### src/rtl/rtr_fwd_pkg.sv
package rtr_fwd_pkg;
    localparam int DATA_W = 64;
    localparam int CTRL_W = 8;
    localparam int MAC_W  = 48;
    localparam int DEST_LSB = 48;
    localparam logic [CTRL_W-1:0] CTRL_META = 8'hFF;
    localparam logic [CTRL_W-1:0] CTRL_BODY = 8'h00;

    typedef enum logic [1:0] {ACT_DROP, ACT_CPU, ACT_PASS, ACT_FWD} act_e;
    typedef enum logic [1:0] {ST_IDLE, ST_SEND, ST_DROP} st_e;
endpackage

### src/rtl/rtr_fwd_fifo.sv
module rtr_fwd_fifo #(
    parameter int WIDTH = 72,
    parameter int DEPTH = 8,
    localparam int AW = (DEPTH > 1) ? $clog2(DEPTH) : 1
) (
    input  logic             clk,
    input  logic             rst_n,
    input  logic             wr,
    input  logic [WIDTH-1:0] din,
    input  logic             rd,
    output logic [WIDTH-1:0] dout,
    output logic             empty,
    output logic             full
);
    typedef struct packed {
        logic [AW-1:0] wp;
        logic [AW-1:0] rp;
        logic [AW:0]   cnt;
    } fptr_t;

    fptr_t f_d, f_q;
    logic [WIDTH-1:0] mem [DEPTH];
    logic push, pop;

    assign empty = (f_q.cnt == '0);
    assign full  = (f_q.cnt == (AW+1)'(DEPTH));
    assign push  = wr && !full;
    assign pop   = rd && !empty;
    assign dout  = mem[f_q.rp];

    always_comb begin
        f_d = f_q;
        if (push) f_d.wp = f_q.wp + 1'b1;
        if (pop)  f_d.rp = f_q.rp + 1'b1;
        if (push && !pop)      f_d.cnt = f_q.cnt + 1'b1;
        else if (pop && !push) f_d.cnt = f_q.cnt - 1'b1;
    end

    always_ff @(posedge clk) begin
        if (push) mem[f_q.wp] <= din;
    end

    always_ff @(posedge clk) begin
        if (!rst_n) f_q <= '0;
        else        f_q <= f_d;
    end


    no_overflow_chk: assert property (@(posedge clk) disable iff (!rst_n)
        wr |-> !full);
endmodule

### src/rtl/rtr_fwd_verdict.sv
module rtr_fwd_verdict
    import rtr_fwd_pkg::*;
#(
    parameter int NUM_MAC = 4,
    localparam int OH_W  = 2 * NUM_MAC,
    localparam int IDX_W = (NUM_MAC > 1) ? $clog2(NUM_MAC) : 1
) (
    input  logic             src_is_cpu,
    input  logic [OH_W-1:0]  cpu_dest_oh,
    input  logic [IDX_W-1:0] in_mac_port,
    input  logic             dmac_is_ours,
    input  logic             dmac_is_bcast,
    input  logic             etype_is_ip,
    input  logic             ip_ver_ok,
    input  logic             ip_csum_ok,
    input  logic             ip_has_opts,
    input  logic             ip_ttl_ok,
    input  logic             filt_hit,
    input  logic             route_hit,
    input  logic [OH_W-1:0]  route_dest_oh,
    input  logic             arp_hit,
    output act_e             act,
    output logic [OH_W-1:0]  dest_oh,
    output logic [IDX_W-1:0] mac_idx
);
    logic [OH_W-1:0] to_cpu_oh;

    always_comb begin
        to_cpu_oh = '0;
        to_cpu_oh[2*int'(in_mac_port)+1] = 1'b1;
    end

    // lowest even set bit of the route selects the source MAC slot
    always_comb begin
        mac_idx = '0;
        for (int i = NUM_MAC - 1; i >= 0; i--) begin
            if (route_dest_oh[2*i]) mac_idx = IDX_W'(i);
        end
    end

    always_comb begin
        act     = ACT_FWD;
        dest_oh = route_dest_oh;
        if (src_is_cpu) begin
            act     = ACT_PASS;
            dest_oh = cpu_dest_oh;
        end else if (!(dmac_is_ours || dmac_is_bcast)) begin
            act     = ACT_DROP;
            dest_oh = '0;
        end else if (!etype_is_ip) begin
            act     = ACT_CPU;
            dest_oh = to_cpu_oh;
        end else if (!ip_csum_ok) begin
            act     = ACT_DROP;
            dest_oh = '0;
        end else if (filt_hit || !ip_ver_ok || ip_has_opts || !ip_ttl_ok
                     || !route_hit || !arp_hit) begin
            act     = ACT_CPU;
            dest_oh = to_cpu_oh;
        end
    end
endmodule

### src/rtl/rtr_fwd_rewrite.sv
module rtr_fwd_rewrite
    import rtr_fwd_pkg::*;
#(
    parameter int NUM_MAC = 4,
    localparam int OH_W = 2 * NUM_MAC
) (
    input  logic [DATA_W-1:0] word_in,
    input  logic [2:0]        word_idx,
    input  act_e              act,
    input  logic [OH_W-1:0]   dest_oh,
    input  logic [MAC_W-1:0]  nh_mac,
    input  logic [MAC_W-1:0]  src_mac,
    input  logic [7:0]        ttl,
    input  logic [15:0]       csum,
    output logic [DATA_W-1:0] word_out
);
    always_comb begin
        word_out = word_in;
        if (word_idx == 3'd0) begin
            word_out[DEST_LSB +: OH_W] = dest_oh;
        end else if (act == ACT_FWD) begin
            case (word_idx)
                3'd1: word_out = {nh_mac, src_mac[47:32]};
                3'd2: word_out[63:32] = src_mac[31:0];
                3'd3: word_out[15:8]  = ttl;
                3'd4: word_out[63:48] = csum;
                default: ;
            endcase
        end
    end
endmodule

### src/rtl/rtr_fwd_ctrl.sv
module rtr_fwd_ctrl
    import rtr_fwd_pkg::*;
#(
    parameter int NUM_MAC    = 4,
    parameter int FIFO_DEPTH = 8,
    localparam int OH_W  = 2 * NUM_MAC,
    localparam int IDX_W = (NUM_MAC > 1) ? $clog2(NUM_MAC) : 1,
    localparam int FW    = DATA_W + CTRL_W
) (
    input  logic                     clk,
    input  logic                     rst_n,
    input  logic [DATA_W-1:0]        in_data,
    input  logic [CTRL_W-1:0]        in_ctrl,
    input  logic                     in_wr,
    output logic                     in_rdy,
    output logic [DATA_W-1:0]        out_data,
    output logic [CTRL_W-1:0]        out_ctrl,
    output logic                     out_wr,
    input  logic                     out_rdy,
    input  logic                     info_vld,
    output logic                     info_rd,
    input  logic                     src_is_cpu,
    input  logic [OH_W-1:0]          cpu_dest_oh,
    input  logic [IDX_W-1:0]         in_mac_port,
    input  logic                     dmac_is_ours,
    input  logic                     dmac_is_bcast,
    input  logic                     etype_is_ip,
    input  logic                     ip_ver_ok,
    input  logic                     ip_csum_ok,
    input  logic                     ip_has_opts,
    input  logic                     ip_ttl_ok,
    input  logic [7:0]               new_ttl,
    input  logic [15:0]              new_csum,
    input  logic                     filt_hit,
    input  logic                     route_hit,
    input  logic [OH_W-1:0]          route_dest_oh,
    input  logic                     arp_hit,
    input  logic [MAC_W-1:0]         arp_mac,
    input  logic [MAC_W*NUM_MAC-1:0] port_macs
);
    typedef struct packed {
        st_e              st;
        act_e             act;
        logic [OH_W-1:0]  dest;
        logic [MAC_W-1:0] nh_mac;
        logic [MAC_W-1:0] src_mac;
        logic [7:0]       ttl;
        logic [15:0]      csum;
        logic [2:0]       idx;
    } ctl_t;

    ctl_t c_d, c_q;

    logic [FW-1:0]     head;
    logic              empty, full, pop;
    logic              head_last;
    act_e              v_act;
    logic [OH_W-1:0]   v_dest;
    logic [IDX_W-1:0]  v_idx;

    rtr_fwd_fifo #(.WIDTH(FW), .DEPTH(FIFO_DEPTH)) u_fifo (
        .clk   (clk),
        .rst_n (rst_n),
        .wr    (in_wr),
        .din   ({in_data, in_ctrl}),
        .rd    (pop),
        .dout  (head),
        .empty (empty),
        .full  (full)
    );

    rtr_fwd_verdict #(.NUM_MAC(NUM_MAC)) u_verdict (
        .src_is_cpu    (src_is_cpu),
        .cpu_dest_oh   (cpu_dest_oh),
        .in_mac_port   (in_mac_port),
        .dmac_is_ours  (dmac_is_ours),
        .dmac_is_bcast (dmac_is_bcast),
        .etype_is_ip   (etype_is_ip),
        .ip_ver_ok     (ip_ver_ok),
        .ip_csum_ok    (ip_csum_ok),
        .ip_has_opts   (ip_has_opts),
        .ip_ttl_ok     (ip_ttl_ok),
        .filt_hit      (filt_hit),
        .route_hit     (route_hit),
        .route_dest_oh (route_dest_oh),
        .arp_hit       (arp_hit),
        .act           (v_act),
        .dest_oh       (v_dest),
        .mac_idx       (v_idx)
    );

    rtr_fwd_rewrite #(.NUM_MAC(NUM_MAC)) u_rewrite (
        .word_in  (head[FW-1:CTRL_W]),
        .word_idx (c_q.idx),
        .act      (c_q.act),
        .dest_oh  (c_q.dest),
        .nh_mac   (c_q.nh_mac),
        .src_mac  (c_q.src_mac),
        .ttl      (c_q.ttl),
        .csum     (c_q.csum),
        .word_out (out_data)
    );

    assign out_ctrl  = head[CTRL_W-1:0];
    assign head_last = (out_ctrl != CTRL_BODY) && (out_ctrl != CTRL_META);
    assign in_rdy    = !full;

    always_comb begin
        c_d     = c_q;
        info_rd = 1'b0;
        pop     = 1'b0;
        out_wr  = 1'b0;
        case (c_q.st)
            ST_IDLE: begin
                if (info_vld && !empty) begin
                    info_rd     = 1'b1;
                    c_d.act     = v_act;
                    c_d.dest    = v_dest;
                    c_d.nh_mac  = arp_mac;
                    c_d.src_mac = port_macs[int'(v_idx)*MAC_W +: MAC_W];
                    c_d.ttl     = new_ttl;
                    c_d.csum    = new_csum;
                    c_d.idx     = '0;
                    c_d.st      = (v_act == ACT_DROP) ? ST_DROP : ST_SEND;
                end
            end
            ST_SEND: begin
                if (!empty && out_rdy) begin
                    pop    = 1'b1;
                    out_wr = 1'b1;
                    if (c_q.idx != '1) c_d.idx = c_q.idx + 1'b1;
                    if (head_last) c_d.st = ST_IDLE;
                end
            end
            ST_DROP: begin
                if (!empty) begin
                    pop = 1'b1;
                    if (head_last) c_d.st = ST_IDLE;
                end
            end
            default: c_d.st = ST_IDLE;
        endcase
    end

    always_ff @(posedge clk) begin
        if (!rst_n) begin
            c_q    <= '0;
            c_q.st <= ST_IDLE;
        end else begin
            c_q <= c_d;
        end
    end


    info_pulse_chk: assert property (@(posedge clk) disable iff (!rst_n)
        info_rd |=> !info_rd);


    gap_after_last_chk: assert property (@(posedge clk) disable iff (!rst_n)
        (out_wr && head_last) |=> !out_wr);


    stall_hold_chk: assert property (@(posedge clk) disable iff (!rst_n)
        (c_q.st == ST_SEND && !empty && !out_rdy) |=>
            ($stable(out_data) && $stable(out_ctrl)));


    meta_first_chk: assert property (@(posedge clk) disable iff (!rst_n)
        (out_wr && c_q.idx == 3'd0) |-> (out_ctrl == CTRL_META));
endmodule

### config.mk
export PLATFORM = sky130hd
export DESIGN_NAME = rtr_fwd_ctrl
export DESIGN_NICKNAME = d
export VERILOG_FILES = /design/src/rtl/rtr_fwd_pkg.sv /design/src/rtl/rtr_fwd_fifo.sv /design/src/rtl/rtr_fwd_verdict.sv /design/src/rtl/rtr_fwd_rewrite.sv /design/src/rtl/rtr_fwd_ctrl.sv
export SDC_FILE = /design/constraint.sdc
export NUM_CORES = 1
export LEC_CHECK = 0
export BUFFER_PORTS_ARGS = -buffer_cell sky130_fd_sc_hd__buf_2
export CAP_MARGIN = 20
export CORE_UTILIZATION = 61
export CTS_CLUSTER_SIZE = 24
export DETAILED_ROUTE_END_ITERATION = 10
export GPL_TIMING_DRIVEN = 0
export PLACE_DENSITY = 0.83
export SYNTH_ARGS = -nofsm -noshare
export SYNTH_HDL_FRONTEND = slang
export SYNTH_SLANG_ARGS = --single-unit
### constraint.sdc
create_clock -name clk -period 17 [get_ports clk]
set_input_delay 0.85 -clock clk [delete_from_list [all_inputs] [get_ports clk]]
set_output_delay 0.85 -clock clk [all_outputs]
set_load 0.02 [all_outputs]
# Word level (Yosys, flattened, before mapping)
# Memories as Yosys holds them, arrays and structs flattened. A register that Yosys moved wholly into a read port is not among the register bits.
# Cells that the tools add are included.
dict set report op_classes {
  n_addsub 6
  n_lt_le_gt_ge 2
  bitwise_logic 0
  div 0
  n_shift 1
  multipliers 1
  muxes 46
  n_reduce_logical 32
  eq_ne 14
}
# op n
set op_table {}
lappend op_table {{192-bit by 9-bit indexed part select with 48-bit output} 1}
lappend op_table {{135-bit two-way mux} 1}
lappend op_table {{64-bit two-way mux} 1}
lappend op_table {{8-bit two-way mux} 8}
lappend op_table {{48-bit two-way mux} 1}
lappend op_table {{16-bit one-hot mux with 3 select lines} 1}
lappend op_table {{32-bit by 1-bit greater-or-equal comparator with 1-bit output, second input constant} 1}
lappend op_table {{32-bit by 5-bit less-than comparator with 1-bit output, second input constant} 1}
lappend op_table {{16-bit one-hot mux with 2 select lines} 1}
lappend op_table {{2-bit two-way mux} 13}
lappend op_table {{16-bit two-way mux} 1}
lappend op_table {{8-bit one-hot mux with 2 select lines} 1}
lappend op_table {{3-bit two-way mux} 4}
lappend op_table {{3-bit by 1-bit adder with 3-bit output, second input constant} 3}
lappend op_table {{1-bit logical AND} 8}
lappend op_table {{1-bit zero test} 8}
lappend op_table {{1-bit two-way mux} 8}
lappend op_table {{4-bit two-way mux} 2}
lappend op_table {{2-bit inequality test, second input constant} 4}
lappend op_table {{8-bit inequality test, second input constant} 1}
lappend op_table {{8-bit nonzero test} 1}
lappend op_table {{3-bit by 2-bit equality test with 1-bit output, second input constant} 2}
lappend op_table {{1-bit logical OR} 6}
lappend op_table {{2-bit one-hot mux with 3 select lines} 1}
lappend op_table {{20 further kinds} 23}
dict set report totals {
  memories 1
  ramBits 576
  word_cells 114
  mem_bits_ro 0
  latchBits 0
  input_bits 370
  register_bits 145
}
# name depth width read_ports rd_ports_with_merged_regs write_ports line
set mem_list {}
lappend mem_list {u_fifo.mem 8 72 1 1 1 rtr_fwd_fifo.sv:22} ;# logic [WIDTH-1:0] mem [DEPTH];

# Logic depth before layout (Yosys ltp)
dict set report logic_depth {
  depth_word 15
  mapped_depth 12
  mapped_depth_nobuf 12
}

# By module
# A second synthesis with hierarchy kept.
dict set report hier_totals {
  hier_cells 1894
  area_unflattened_um2 30982.2
}
# module cells_per_inst area_per_inst_um2 instances
set by_module_without_submodules {}
lappend by_module_without_submodules {rtr_fwd_fifo 905 22539.1 1}
lappend by_module_without_submodules {rtr_fwd_ctrl 673 6343.6 1}
lappend by_module_without_submodules {rtr_fwd_rewrite 274 1798.0 1}
lappend by_module_without_submodules {rtr_fwd_verdict 42 301.5 1}

# Worst setup path after synthesis
# OpenSTA, ideal clock, no wires.
dict set report synth_timing {
  kind {input to register}
  from {input port in_wr}
  to {memory u_fifo.mem[0][0] (enable)}
  setup_time_ps 591
  arrival_time_ps 6186
  required_ps 16409
  setup_slack_ps 10223
  cell_stages 4
  path_cell_list {and2_1 -> clkbuf_1 -> nand2b_1 -> nor3_1}
}
dict set report synth_via {
  elab_chain_len 3
}
# item line
set synth_lines {}
lappend synth_lines {{start: declaration} rtr_fwd_ctrl.sv:14} ;# input logic in_wr,
lappend synth_lines {{1-bit logical AND} rtr_fwd_fifo.sv:27} ;# assign push = wr && !full;
lappend synth_lines {{named net u_fifo.push} rtr_fwd_fifo.sv:23} ;# logic push, pop;
lappend synth_lines {{1-bit two-way mux} rtr_fwd_fifo.sv:40} ;# if (push) mem[f_q.wp] <= din;
lappend synth_lines {{1-bit two-way mux (implied by the code)} rtr_fwd_fifo.sv:40}
lappend synth_lines {{end: declaration} rtr_fwd_fifo.sv:22}
# The timed path passes the listed nets, and every way through them passes these cells.

==> results_dict.tcl <==
set metrics [dict create \
    synth_cell_type_count 51 \
    seq_area_frac_synth 0.678 \
    vias 21800 \
    die_y_um 223 \
    slew_headroom 0.163 \
    grt.overflow.total 0 \
    min_period_over_period 0.310 \
    fp-row-count 80 \
    synth_edf_count 576 \
    synth-simple-area-share 0.0707 \
    pwr-share-comb 0.193 \
    drtIter0Drc 3481 \
    worstPathArrival_ps 4420 \
    leakage_nw 12.5 \
    hp-class "reg -> reg" \
    pwr-share-seq 0.477 \
    dp_slack_ps 12440 \
    report.final.slew_viol_count 0 \
    die-area_sq_um 49900 \
    synth_xor_area_frac 0.00176 \
    n_fill_cell 2895 \
    synth_top_area_share 0.579 \
    start_util 0.622 \
    fmax_ghz 0.190 \
    avgRoutedWirePerCell_um 28.9 \
    fp.dieW_um 223 \
    h-tree-depth 3 \
    hpwl_um 64900 \
    worst-setup-path-type "reg -> out" \
    p_sw_frac 0.294 \
    cts_setup_buffers 0 \
    gp_congestion 0.986 \
    drt_pass1_iterations 6 \
    ios 445 \
    grt_antenna_before_repair 23 \
    drv_cap 0 \
    worstSetupStartpointType "flop" \
    setup_ws_ps 11730 \
    post-route-min-period_ps 5270 \
    setup_violations 0 \
    finClkSkew_ps 17.4 \
    drc 0 \
    synth_area_leaders "edfxtp_1 (58%), mux4_2 (10%), dfxtp_1 (9.9%), nand2_1 (4.1%), mux2i_1 (3.9%)" \
    syn_nets 2444 \
    synth_top_area_cell "edfxtp_1" \
    clk_latency_ps 600 \
    tritoncts "done" \
    port_buffers 442 \
    clk_pin_slew_worst_paths_ps 60 \
    cts-resized-gates 0 \
    synth_compound_area_frac 0.0779 \
    ant_nets 0 \
    finalHoldViolations 0 \
    outcome "completed" \
    synth_top_family_by_area "multiplexers" \
    crit_fanout 10 \
    ir_worst_vdd_mv 0.0912 \
    cts.sinks 724 \
    required_ps 16150 \
    yosys_warnings 0 \
    cts_root_buffer "clkbuf_16" \
    cts_hold_buf 0 \
    grt_use_total 0.380 \
    synthArstFlopShare 0 \
    drive_gt1_frac 0.285 \
    power.density_nw_per_um2 127 \
    synth.area.mux_share 0.144 \
    holdWs_ps 458 \
    ys_ff_latch 724 \
    drt_wl_total_um 95300 \
    grt_max_degree 27 \
    p_total_mw 4.53 \
    finalSetupTns_ps 0 \
    synthCells 2059 \
    avgSynthCellArea_sq_um 14.5 \
    tightest_slew_ps 1260 \
    synthToLayoutAreaGrowth_pct 19.5 \
    internal-power_mw 3.20 \
    viasPerCell 6.61 \
    nNetsFinal 2993 \
    cts_buffers 69 \
    core_area_sq_um 48000 \
    grt_setup_unrepaired "no" \
    p_sw_mw 1.33 \
    synth_area_sq_um 29900 \
    clk_path_buf_depth 3 \
    grt_pass1_wl_um 135000 \
    pwr-share-clk 0.329 \
    synth_fa_ha_area_frac 0.00653 \
    end_kind "primary output" \
    ys.flop_type "edfxtp_1" \
    grt_pass1_vias 21200 \
]
[per-layer routing]
layer / up-vias / GRT usage / wire length, um
li1: 9007 / - / -
met1: 10600 / 0.483 / 32500
met2: 1867 / 0.598 / 44300
met3: 368 / 0.0992 / 12600
met4: 10 / 0.219 / 5890
met5: - / 0 / 66
[stage by stage]
stage               instances  instance area [sq um]  utilization
floorplan                2059                  29900            -
global placement         3116                  32900        0.684
detailed placement       3152                  33500        0.697
CTS                      3279                  35700        0.743
global route             3293                  35700        0.743
finish                   3300                  35700        0.744
[final cells by class]
| class | instances | area [sq um] | area share |
|---|---|---|---|
| sequential | 724 | 20300 | 0.567 |
| multi-input combinational | 1182 | 9060 | 0.254 |
| timing repair buffer | 478 | 2790 | 0.0780 |
| clock inverter | 28 | 178 | 0.00497 |
| tap | 615 | 769 | 0.0215 |
| buffer | 143 | 589 | 0.0165 |
| antenna | 21 | 52.6 | 0.00147 |
| clock buffer | 99 | 2000 | 0.0559 |
| inverter | 10 | 37.5 | 0.00105 |
[critical path, stage by stage, from the launching register on]
cell and delay [ps]:
dfxtp_1 310, clkbuf_1 350, clkbuf_1 640, clkbuf_1 870, buf_1 610, a211oi_1 280
a31oi_1 490, buf_2 270
[logic make-up (layout without fill, tap and decap cells)]
kind of cell	Yosys count	in the layout
multiplexers	260	260
flip-flops	724	724
XOR/XNOR	6	6
adder cells (fa/ha/maj)	15	15
buffers and inverters	153	758
AO/OA/AOI/OAI	385	385
other	0	21
AND/OR/NAND/NOR	516	516
[sequential cells by signal, summed over array words and instances (netlist names), named ones only]
signal / cells
u_fifo.mem: 576
u_fifo.f_q: 10
c_q: 135
[power by group through the flow]
| stage | Combinational, mW | Clock, mW | Sequential, mW |
|---|---|---|---|
| 2_1_floorplan | 0.485 | 0 | 2.17 |
| 5_1_grt | 0.917 | 1.55 | 2.17 |
| 4_1_cts | 0.848 | 1.49 | 2.16 |
| 6_report | 0.876 | 1.49 | 2.16 |
| 3_3_place_gp | 0.784 | 0 | 2.20 |
| 3_5_place_dp | 0.835 | 0 | 2.19 |
[synthesized netlist by cell type (3+ instances only)]
cell and count:
nor2_1 118, mux2i_1 116, mux2_2 8, xnor2_1 3
o221ai_1 9, edfxtp_1 576, buf_2 18, mux4_2 136
o21ai_1 18, inv_1 8, nand4_1 3, o21ai_0 50
nor2b_1 13, nand2b_1 15, dfxtp_1 148, xor2_1 3
a221oi_1 5, ha_1 14, and2_1 4, o22ai_1 24
nand2_1 325, nor3_1 12, clkbuf_1 105, a22oi_1 41
o211ai_1 50, buf_1 14, buf_4 4, and3_1 4
nand3_1 11, o22a_1 4, a21oi_1 155, a31oi_1 10
a211oi_1 9
[path summary, 6_finish.rpt]
kind                      start           end  slack, ps  cells past startpoint
hold reg to reg         c_q[25]       c_q[25]        460                      2
setup / recovery           flop  out_data[57]      11730                      7
hold / removal          c_q[25]       c_q[25]        460                      2
setup reg to reg  u_fifo.f_q[0]       c_q[67]      13370                      7
[cell usage in the layout (no fill, tap or decap), types with 11 or more instances in the layout]
cell type	netlist	layout
buf_12	0	18
clkinv_2	0	11
buf_1	14	14
nand2b_1	15	15
clkbuf_1	105	123
nand2_1	325	325
o211ai_1	50	50
edfxtp_1	576	576
dfxtp_1	148	148
buf_6	2	17
nor2_1	118	112
nand3_1	11	11
o21ai_0	50	50
o22ai_1	24	24
diode_2	0	21
nor2b_1	13	13
mux4_2	136	136
mux2i_1	116	116
clkbuf_16	0	73
o21ai_1	18	18
a21oi_1	155	155
ha_1	14	14
buf_2	18	460
a22oi_1	41	41
Note: power is estimated with default switching activity, not from simulation.
